## src/rtl/pmd_pkg.sv

```systemverilog
package pmd_pkg;

    typedef struct packed {
        logic signed [63:0] value;
        logic               handle;
    } pmd_msg_t;

    typedef enum logic [2:0] {
        ACT_IGNORE,
        ACT_SET_OWN,
        ACT_DEPART,
        ACT_SHM,
        ACT_ADD_VEC,
        ACT_REJECT
    } pmd_act_e;

    typedef enum logic [2:0] {
        ERR_NONE      = 3'd0,
        ERR_VERSION   = 3'd1,
        ERR_SHM_DUP   = 3'd2,
        ERR_VEC_FULL  = 3'd3,
        ERR_RANGE     = 3'd4
    } pmd_err_e;

    typedef enum logic [1:0] {
        ST_WAIT_VER,
        ST_LINKED,
        ST_DEAD
    } pmd_state_e;

    function automatic int unsigned pmd_bits(input int unsigned n);
        return (n < 2) ? 1 : $clog2(n);
    endfunction

endpackage

```

## src/rtl/pmd_assembler.sv

```systemverilog
module pmd_assembler
    import pmd_pkg::*;
(
    input  logic       clk,
    input  logic       rst,
    input  logic       accept,
    input  logic [7:0] data,
    input  logic       handle,
    output logic       msg_valid,
    output pmd_msg_t   msg
);
    logic [2:0]  byte_cnt;
    logic [55:0] partial;

    always_ff @(posedge clk) begin
        if (rst) begin
            byte_cnt  <= '0;
            partial   <= '0;
            msg_valid <= 1'b0;
            msg       <= '0;
        end else begin
            msg_valid <= 1'b0;
            if (accept) begin
                byte_cnt <= byte_cnt + 3'd1;
                if (byte_cnt == 3'd7) begin
                    msg_valid    <= 1'b1;
                    msg.value    <= $signed({data, partial});
                    msg.handle   <= handle;
                end else begin
                    partial <= {data, partial[55:8]};
                end
            end
        end
    end
endmodule

```

## src/rtl/pmd_classifier.sv

```systemverilog
module pmd_classifier
    import pmd_pkg::*;
#(
    parameter int MAX_PEERS = 65535,
    parameter int MAX_VEC   = 4,
    localparam int CAP_W    = $clog2(MAX_PEERS + 1),
    localparam int CW       = $clog2(MAX_VEC + 1)
) (
    input  pmd_msg_t         msg,
    input  logic             own_known,
    input  logic             shm_done,
    input  logic [CW-1:0]    cur_count,
    output pmd_act_e         act,
    output pmd_err_e         err,
    output logic             pos_ok,
    output logic [CAP_W-1:0] pos
);
    logic is_neg1, below, too_big;

    always_comb begin
        is_neg1 = (msg.value == -64'sd1);
        below   = (msg.value < -64'sd1);
        too_big = (msg.value >= $signed(64'(MAX_PEERS)));
        pos_ok  = !below && !is_neg1 && !too_big;
        pos     = msg.value[CAP_W-1:0];
        act     = ACT_IGNORE;
        err     = ERR_NONE;
        if (below) begin
            act = ACT_IGNORE;
        end else if (too_big) begin
            act = ACT_REJECT;
            err = ERR_RANGE;
        end else if (!msg.handle) begin
            if (is_neg1)         act = ACT_IGNORE;
            else if (!own_known) act = ACT_SET_OWN;
            else                 act = ACT_DEPART;
        end else if (is_neg1) begin
            if (shm_done) begin
                act = ACT_REJECT;
                err = ERR_SHM_DUP;
            end else begin
                act = ACT_SHM;
            end
        end else if (cur_count >= CW'(MAX_VEC)) begin
            act = ACT_REJECT;
            err = ERR_VEC_FULL;
        end else begin
            act = ACT_ADD_VEC;
        end
    end
endmodule

```

## src/rtl/pmd_vector_table.sv

```systemverilog
module pmd_vector_table #(
    parameter int TRACK_PEERS = 16,
    parameter int MAX_VEC     = 4,
    parameter int CAP_W       = 16,
    localparam int CW         = $clog2(MAX_VEC + 1)
) (
    input  logic                      clk,
    input  logic                      rst,
    input  logic [CAP_W-1:0]          idx,
    input  logic                      inc,
    input  logic                      clr,
    output logic [CW-1:0]             rd_count,
    output logic [TRACK_PEERS*CW-1:0] counts
);
    logic tracked;
    assign tracked = (idx < CAP_W'(TRACK_PEERS));

    for (genvar i = 0; i < TRACK_PEERS; i++) begin : g_slot
        logic hit;
        assign hit = tracked && (idx == CAP_W'(i));
        always_ff @(posedge clk) begin
            if (rst) begin
                counts[i*CW +: CW] <= '0;
            end else if (hit && clr) begin
                counts[i*CW +: CW] <= '0;
            end else if (hit && inc) begin
                counts[i*CW +: CW] <= counts[i*CW +: CW] + CW'(1);
            end
        end
    end

    always_comb begin
        rd_count = '0;
        for (int i = 0; i < TRACK_PEERS; i++) begin
            if (tracked && idx == CAP_W'(i)) rd_count = counts[i*CW +: CW];
        end
    end
endmodule

```

## src/rtl/peer_msg_decoder.sv

```systemverilog
module peer_msg_decoder
    import pmd_pkg::*;
#(
    parameter logic signed [63:0] PROTO_VER = 64'sd0,
    parameter int MAX_PEERS   = 65535,
    parameter int INIT_PEERS  = 16,
    parameter int TRACK_PEERS = 16,
    parameter int MAX_VEC     = 4,
    localparam int CAP_W      = $clog2(MAX_PEERS + 1),
    localparam int ID_W       = CAP_W + 1,
    localparam int CW         = $clog2(MAX_VEC + 1)
) (
    input  logic                      clk,
    input  logic                      rst,
    input  logic                      in_valid,
    input  logic [7:0]                in_data,
    input  logic                      in_handle,
    output logic                      in_ready,
    output logic                      link_up,
    output logic                      link_dead,
    output logic                      shm_mapped,
    output logic signed [ID_W-1:0]    own_id,
    output logic [CAP_W-1:0]          peer_cap,
    output logic [TRACK_PEERS*CW-1:0] vec_counts,
    output logic                      err_valid,
    output logic [2:0]                err_code,
    output logic                      setup_valid,
    output logic [CW-1:0]             setup_vec
);
    pmd_state_e       state;
    logic             msg_valid;
    pmd_msg_t         msg;
    pmd_act_e         act;
    pmd_err_e         cls_err;
    logic             pos_ok;
    logic [CAP_W-1:0] pos;
    logic [CW-1:0]    cur_count;
    logic             own_known, own_match, linked_msg;

    assign in_ready   = (state != ST_DEAD);
    assign link_up    = (state == ST_LINKED);
    assign link_dead  = (state == ST_DEAD);
    assign own_known  = (own_id != -ID_W'(1));
    assign own_match  = own_known && (own_id == $signed({1'b0, pos}));
    assign linked_msg = msg_valid && (state == ST_LINKED);

    pmd_assembler u_asm (
        .clk       (clk),
        .rst       (rst),
        .accept    (in_valid && in_ready),
        .data      (in_data),
        .handle    (in_handle),
        .msg_valid (msg_valid),
        .msg       (msg)
    );

    pmd_classifier #(.MAX_PEERS(MAX_PEERS), .MAX_VEC(MAX_VEC)) u_cls (
        .msg       (msg),
        .own_known (own_known),
        .shm_done  (shm_mapped),
        .cur_count (cur_count),
        .act       (act),
        .err       (cls_err),
        .pos_ok    (pos_ok),
        .pos       (pos)
    );

    pmd_vector_table #(
        .TRACK_PEERS(TRACK_PEERS), .MAX_VEC(MAX_VEC), .CAP_W(CAP_W)
    ) u_tab (
        .clk      (clk),
        .rst      (rst),
        .idx      (pos),
        .inc      (linked_msg && act == ACT_ADD_VEC),
        .clr      (linked_msg && act == ACT_DEPART),
        .rd_count (cur_count),
        .counts   (vec_counts)
    );

    always_ff @(posedge clk) begin
        if (rst) begin
            state       <= ST_WAIT_VER;
            own_id      <= -ID_W'(1);
            shm_mapped  <= 1'b0;
            peer_cap    <= CAP_W'(INIT_PEERS);
            err_valid   <= 1'b0;
            err_code    <= ERR_NONE;
            setup_valid <= 1'b0;
            setup_vec   <= '0;
        end else begin
            err_valid   <= 1'b0;
            setup_valid <= 1'b0;
            if (msg_valid && state == ST_WAIT_VER) begin
                if (msg.value == PROTO_VER && !msg.handle) begin
                    state <= ST_LINKED;
                end else begin
                    state     <= ST_DEAD;
                    err_valid <= 1'b1;
                    err_code  <= ERR_VERSION;
                end
            end else if (linked_msg) begin
                if (pos_ok && pos >= peer_cap) peer_cap <= pos + CAP_W'(1);
                case (act)
                    ACT_SET_OWN: own_id     <= $signed({1'b0, pos});
                    ACT_SHM:     shm_mapped <= 1'b1;
                    ACT_ADD_VEC: begin
                        if (own_match) begin
                            setup_valid <= 1'b1;
                            setup_vec   <= cur_count;
                        end
                    end
                    ACT_REJECT: begin
                        err_valid <= 1'b1;
                        err_code  <= cls_err;
                    end
                    default: ;
                endcase
            end
        end
    end
endmodule

```

## config.mk

```make
export PLATFORM = sky130hd
export DESIGN_NAME = peer_msg_decoder
export DESIGN_NICKNAME = d
export VERILOG_FILES = /design/src/rtl/pmd_pkg.sv /design/src/rtl/pmd_assembler.sv /design/src/rtl/pmd_classifier.sv /design/src/rtl/pmd_vector_table.sv /design/src/rtl/peer_msg_decoder.sv
export SDC_FILE = /design/constraint.sdc
export NUM_CORES = 1
export LEC_CHECK = 0
export BUFFER_PORTS_ARGS = -buffer_cell sky130_fd_sc_hd__buf_2
export CAP_MARGIN = 20
export CORE_ASPECT_RATIO = 0.9
export CORE_MARGIN = 2
export CORE_UTILIZATION = 29
export CTS_CLUSTER_SIZE = 16
export DETAILED_ROUTE_END_ITERATION = 8
export PLACE_DENSITY = 0.42
export SLEW_MARGIN = 0
export SYNTH_ARGS = -nofsm -noshare
export SYNTH_HDL_FRONTEND = slang
export SYNTH_SLANG_ARGS = --single-unit
```

## constraint.sdc

```tcl
create_clock -name clk -period 6.4 [get_ports clk]
set_input_delay 1.6 -clock clk [delete_from_list [all_inputs] [get_ports clk]]
set_output_delay 1.6 -clock clk [all_outputs]
set_load 0.01 [all_outputs]
```

==> run metrics <==
status finished clean; largest family of logic cells by synthesized area simple AND/OR/NAND/NOR gates; Final nets 1383; Skew-Pair Late Insertion Delay 0.54 ns; Post-Synth XOR/XNOR Area 2.60%; worst setup path category reg2reg; number of H-tree levels 1; cell area after layout 0.0118 mm2; Startpoint Class flip-flop; # diodes 0; crit path DAT 5.44 ns; RSZ-0062 raised after global routing false; delay-heaviest family, CP simple AND/OR/NAND/NOR gates; HP Class reg2reg; Crit. End Element flip-flop; core area 0.0342 mm2; Total Wirelength 32400 um; Critical Path RT 6.85 ns; global-route wire length before repair 51500 um; Max-Cap Viols 0; Area Growth Syn to Fin 16.2%; DRT Pass-1 Iters 5; Post-synth top flop dfxtp_1; Initial Util 29.6%; cts bufs inserted 25; flops & latches, synth 217; slowest cell on the critical path and3_1; Post-synth EDFFs 0; dpl hpwl 21900 um; Simple-Gate Fraction of Synth Area 24.8%; placed cell area 0.0110 mm2; clk root buf clkbuf_16; Final Hold Viols 0; IO buf count 104; FF-to-FF Start u_asm.msg[4]$_SDFFE_PP0P_; mux contribution to synthesized area 0.507%; total die area 0.0364 mm2; Buf/Inv on CP 1; maximum clock frequency 201 MHz; peak fanout along the critical path 21; Post-Syn Area per Cell 7.88 um2; slew at the pin closest to its max-slew limit 0.952 ns; Pwr Density 241 mW/mm2; cts hold-fix bufs 0; Die W 201 um; Setup Viol. Count Final 0; Synth cell types 66; Post-CTS Resized 0; via-per-instance ratio 5.06; Setup Buffers After CTS 0; io pins 105; clock slew at reported path FFs 0.07 ns; Static Leak 4.12 nW; crit share post-route 77.9%; FP Rows 64; initial antenna violation count 0; Layout Utilization 34.4%; vias in the first global route 8702; Max Slew Vio Count 0; Longest Clk Path Bufs 3; WHS Path Cells 2; total power 0.00283 W; DRT iter0 DRCs 408; ys async rst share 0%; GRT Overall Usage 17.6%; final worst path period need 4.98 ns; Reg2Reg Depth 10; VDD IR-drop max 181 uV; routed len/inst 17.9 um; reg2reg end u_tab.counts[11]$_SDFFE_PP0P_; Mapped Area 0.0101 mm2; Synth Area in Compound Gates 19.4%; Slowest Stage Delay on Critical Path 0.82 ns; Hold Crit Start u_asm.partial[5]$_SDFFE_PP0P_; share of cells above drive strength 1 12.7%; Setup Skew 0.0242 ns; r2r setup slk 1.42 ns; post-synthesis adder-cell area fraction 4.82%; cell count after synthesis 1284; die height 181 um; CTS tree yes; sequential fraction of the synthesis area 42.9%; largest net degree at the start of global routing 83; gpl congestion 0.803; Final ANT Viol Nets 0; WHS Endpoint u_asm.msg[6]$_SDFFE_PP0P_; setup_tns 0 ns; Max-slew headroom 36.6%; syn nets 1335; synth warn 0; Remaining DRCs 0; CTS Sinks 217; via count 9163; total gr overflow 0; crit path cell chain nand3_1 > nor4_1 > nand4_1 > ha_1 > or2_2 > o22ai_2 > buf_4 > and3_1 > a41oi_1 > a311oi_1
## cell usage in the layout, fill, tap and decap left out, types with 7 or more instances in the layout
| master | count |
|---|---|
| or3_1 | 17 |
| clkbuf_1 | 7 |
| nor2_1 | 48 |
| or4_1 | 12 |
| inv_1 | 28 |
| nor2b_1 | 12 |
| buf_4 | 13 |
| clkbuf_8 | 7 |
| dfxtp_1 | 217 |
| xor2_1 | 23 |
| nor4_1 | 23 |
| a211oi_1 | 18 |
| a21oi_1 | 195 |
| nand4_1 | 40 |
| ha_1 | 39 |
| nand2_1 | 305 |
| xnor2_1 | 7 |
| nand2b_1 | 8 |
| o22a_1 | 16 |
| o31ai_1 | 12 |
| clkbuf_16 | 25 |
| buf_2 | 103 |
| nand3_1 | 26 |
| a31oi_1 | 8 |
| o21ai_0 | 47 |
## worst reg2reg max path, stage by stage (launching register included)
cell and delay, ns:
dfxtp_1 0.76, nand3_1 0.37, nor4_1 0.68, nand4_1 0.16, ha_1 0.36, or2_2 0.32
o22ai_2 0.61, buf_4 0.36, and3_1 0.82, a41oi_1 0.21, a311oi_1 0.26
## layer usage
| layer | global-route usage, % | vias to the layer above | part of all wire (%) |
|---|---|---|---|
| met5 | 0 | - | 0 |
| met4 | 3.67 | 0 | 1.8 |
| met3 | 2.65 | 35 | 3.4 |
| met2 | 27.5 | 144 | 43 |
| met1 | 25.6 | 4356 | 51 |
| li1 | - | 4628 | - |
## state kept, by name, summed over array words and instances, names as in the netlist
register,count
setup_valid,1
err_code,3
u_tab.counts,48
u_asm.partial,56
peer_cap,16
own_id,17
u_asm.byte_cnt,3
u_asm.msg_valid,1
err_valid,1
state,2
setup_vec,3
shm_mapped,1
u_asm.msg,65
## report_power, final
part | switching [W] | leakage (nW) | total, W | internal [W]
Combinational | 0.0000447 | 1.98 | 0.0000553 | 0.0000106
Clock | 0.000576 | 0.389 | 0.00141 | 0.000836
Sequential | 0.00000580 | 1.75 | 0.00136 | 0.00136
## logic make-up after synthesis
group           Yosys count
flops                   217
xor+xnor                 30
simple gates            532
mux                       5
compound gates          336
buf+inv                 125
fa+ha+maj                39
## cells in the mapped netlist (6+ instances only)
library cell  number  area (um2)
dfxtp_1          217        4340
nand3_1           27         135
and2_1             6        37.5
clkbuf_1          76         285
a21oi_1          195         976
ha_1              39         488
o22a_1            16         140
nor4_1            23         144
buf_2             13        65.1
or3_1             17         106
o31ai_1           12        90.1
nand2b_1           8        50.1
inv_1             28         105
nor3_1             6        30.0
o21ai_0           47         235
a31oi_1            8        50.1
nor2_1            49         184
xor2_1            23         201
a211oi_1          18         135
or4_1             12        90.1
xnor2_1            7        61.3
nor2b_1           12        75.1
nand4_1           40         250
nand2_1          305        1140
## cell type report
class	count	area [um2]
Fill cell	3751	22400
Multi-Input combinational cell	942	5310
Sequential cell	217	4340
Clock buffer	39	748
Timing Repair Buffer	117	624
Tap cell	462	578
Inverter	29	109
Clock inverter	4	47.5
## worst max path at each step
stage | from | to | cells after the start
after floorplan | u_asm.msg[2]$_SDFFE_PP0P_ | u_tab.counts[14]$_SDFFE_PP0P_ | 14
after global placement | u_asm.msg[4]$_SDFFE_PP0P_ | u_tab.counts[35]$_SDFFE_PP0P_ | 10
after detailed placement | u_asm.msg[4]$_SDFFE_PP0P_ | u_tab.counts[11]$_SDFFE_PP0P_ | 10
after CTS | u_asm.msg[4]$_SDFFE_PP0P_ | u_tab.counts[11]$_SDFFE_PP0P_ | 10
after global routing | u_asm.msg[4]$_SDFFE_PP0P_ | u_tab.counts[35]$_SDFFE_PP0P_ | 10
final | u_asm.msg[4]$_SDFFE_PP0P_ | u_tab.counts[11]$_SDFFE_PP0P_ | 10
## stage by stage
step           setup WS (ns)  instances  hold WS (ns)
6_report                1.42       1810         0.445
5_1_grt                0.999       1810         0.470
4_1_cts                 1.42       1810         0.443
3_5_place_dp            1.42       1767         0.446
3_3_place_gp            1.51       1767         0.443
2_1_floorplan           3.14       1284         0.432
Note: power is estimated with default switching activity, not from simulation.
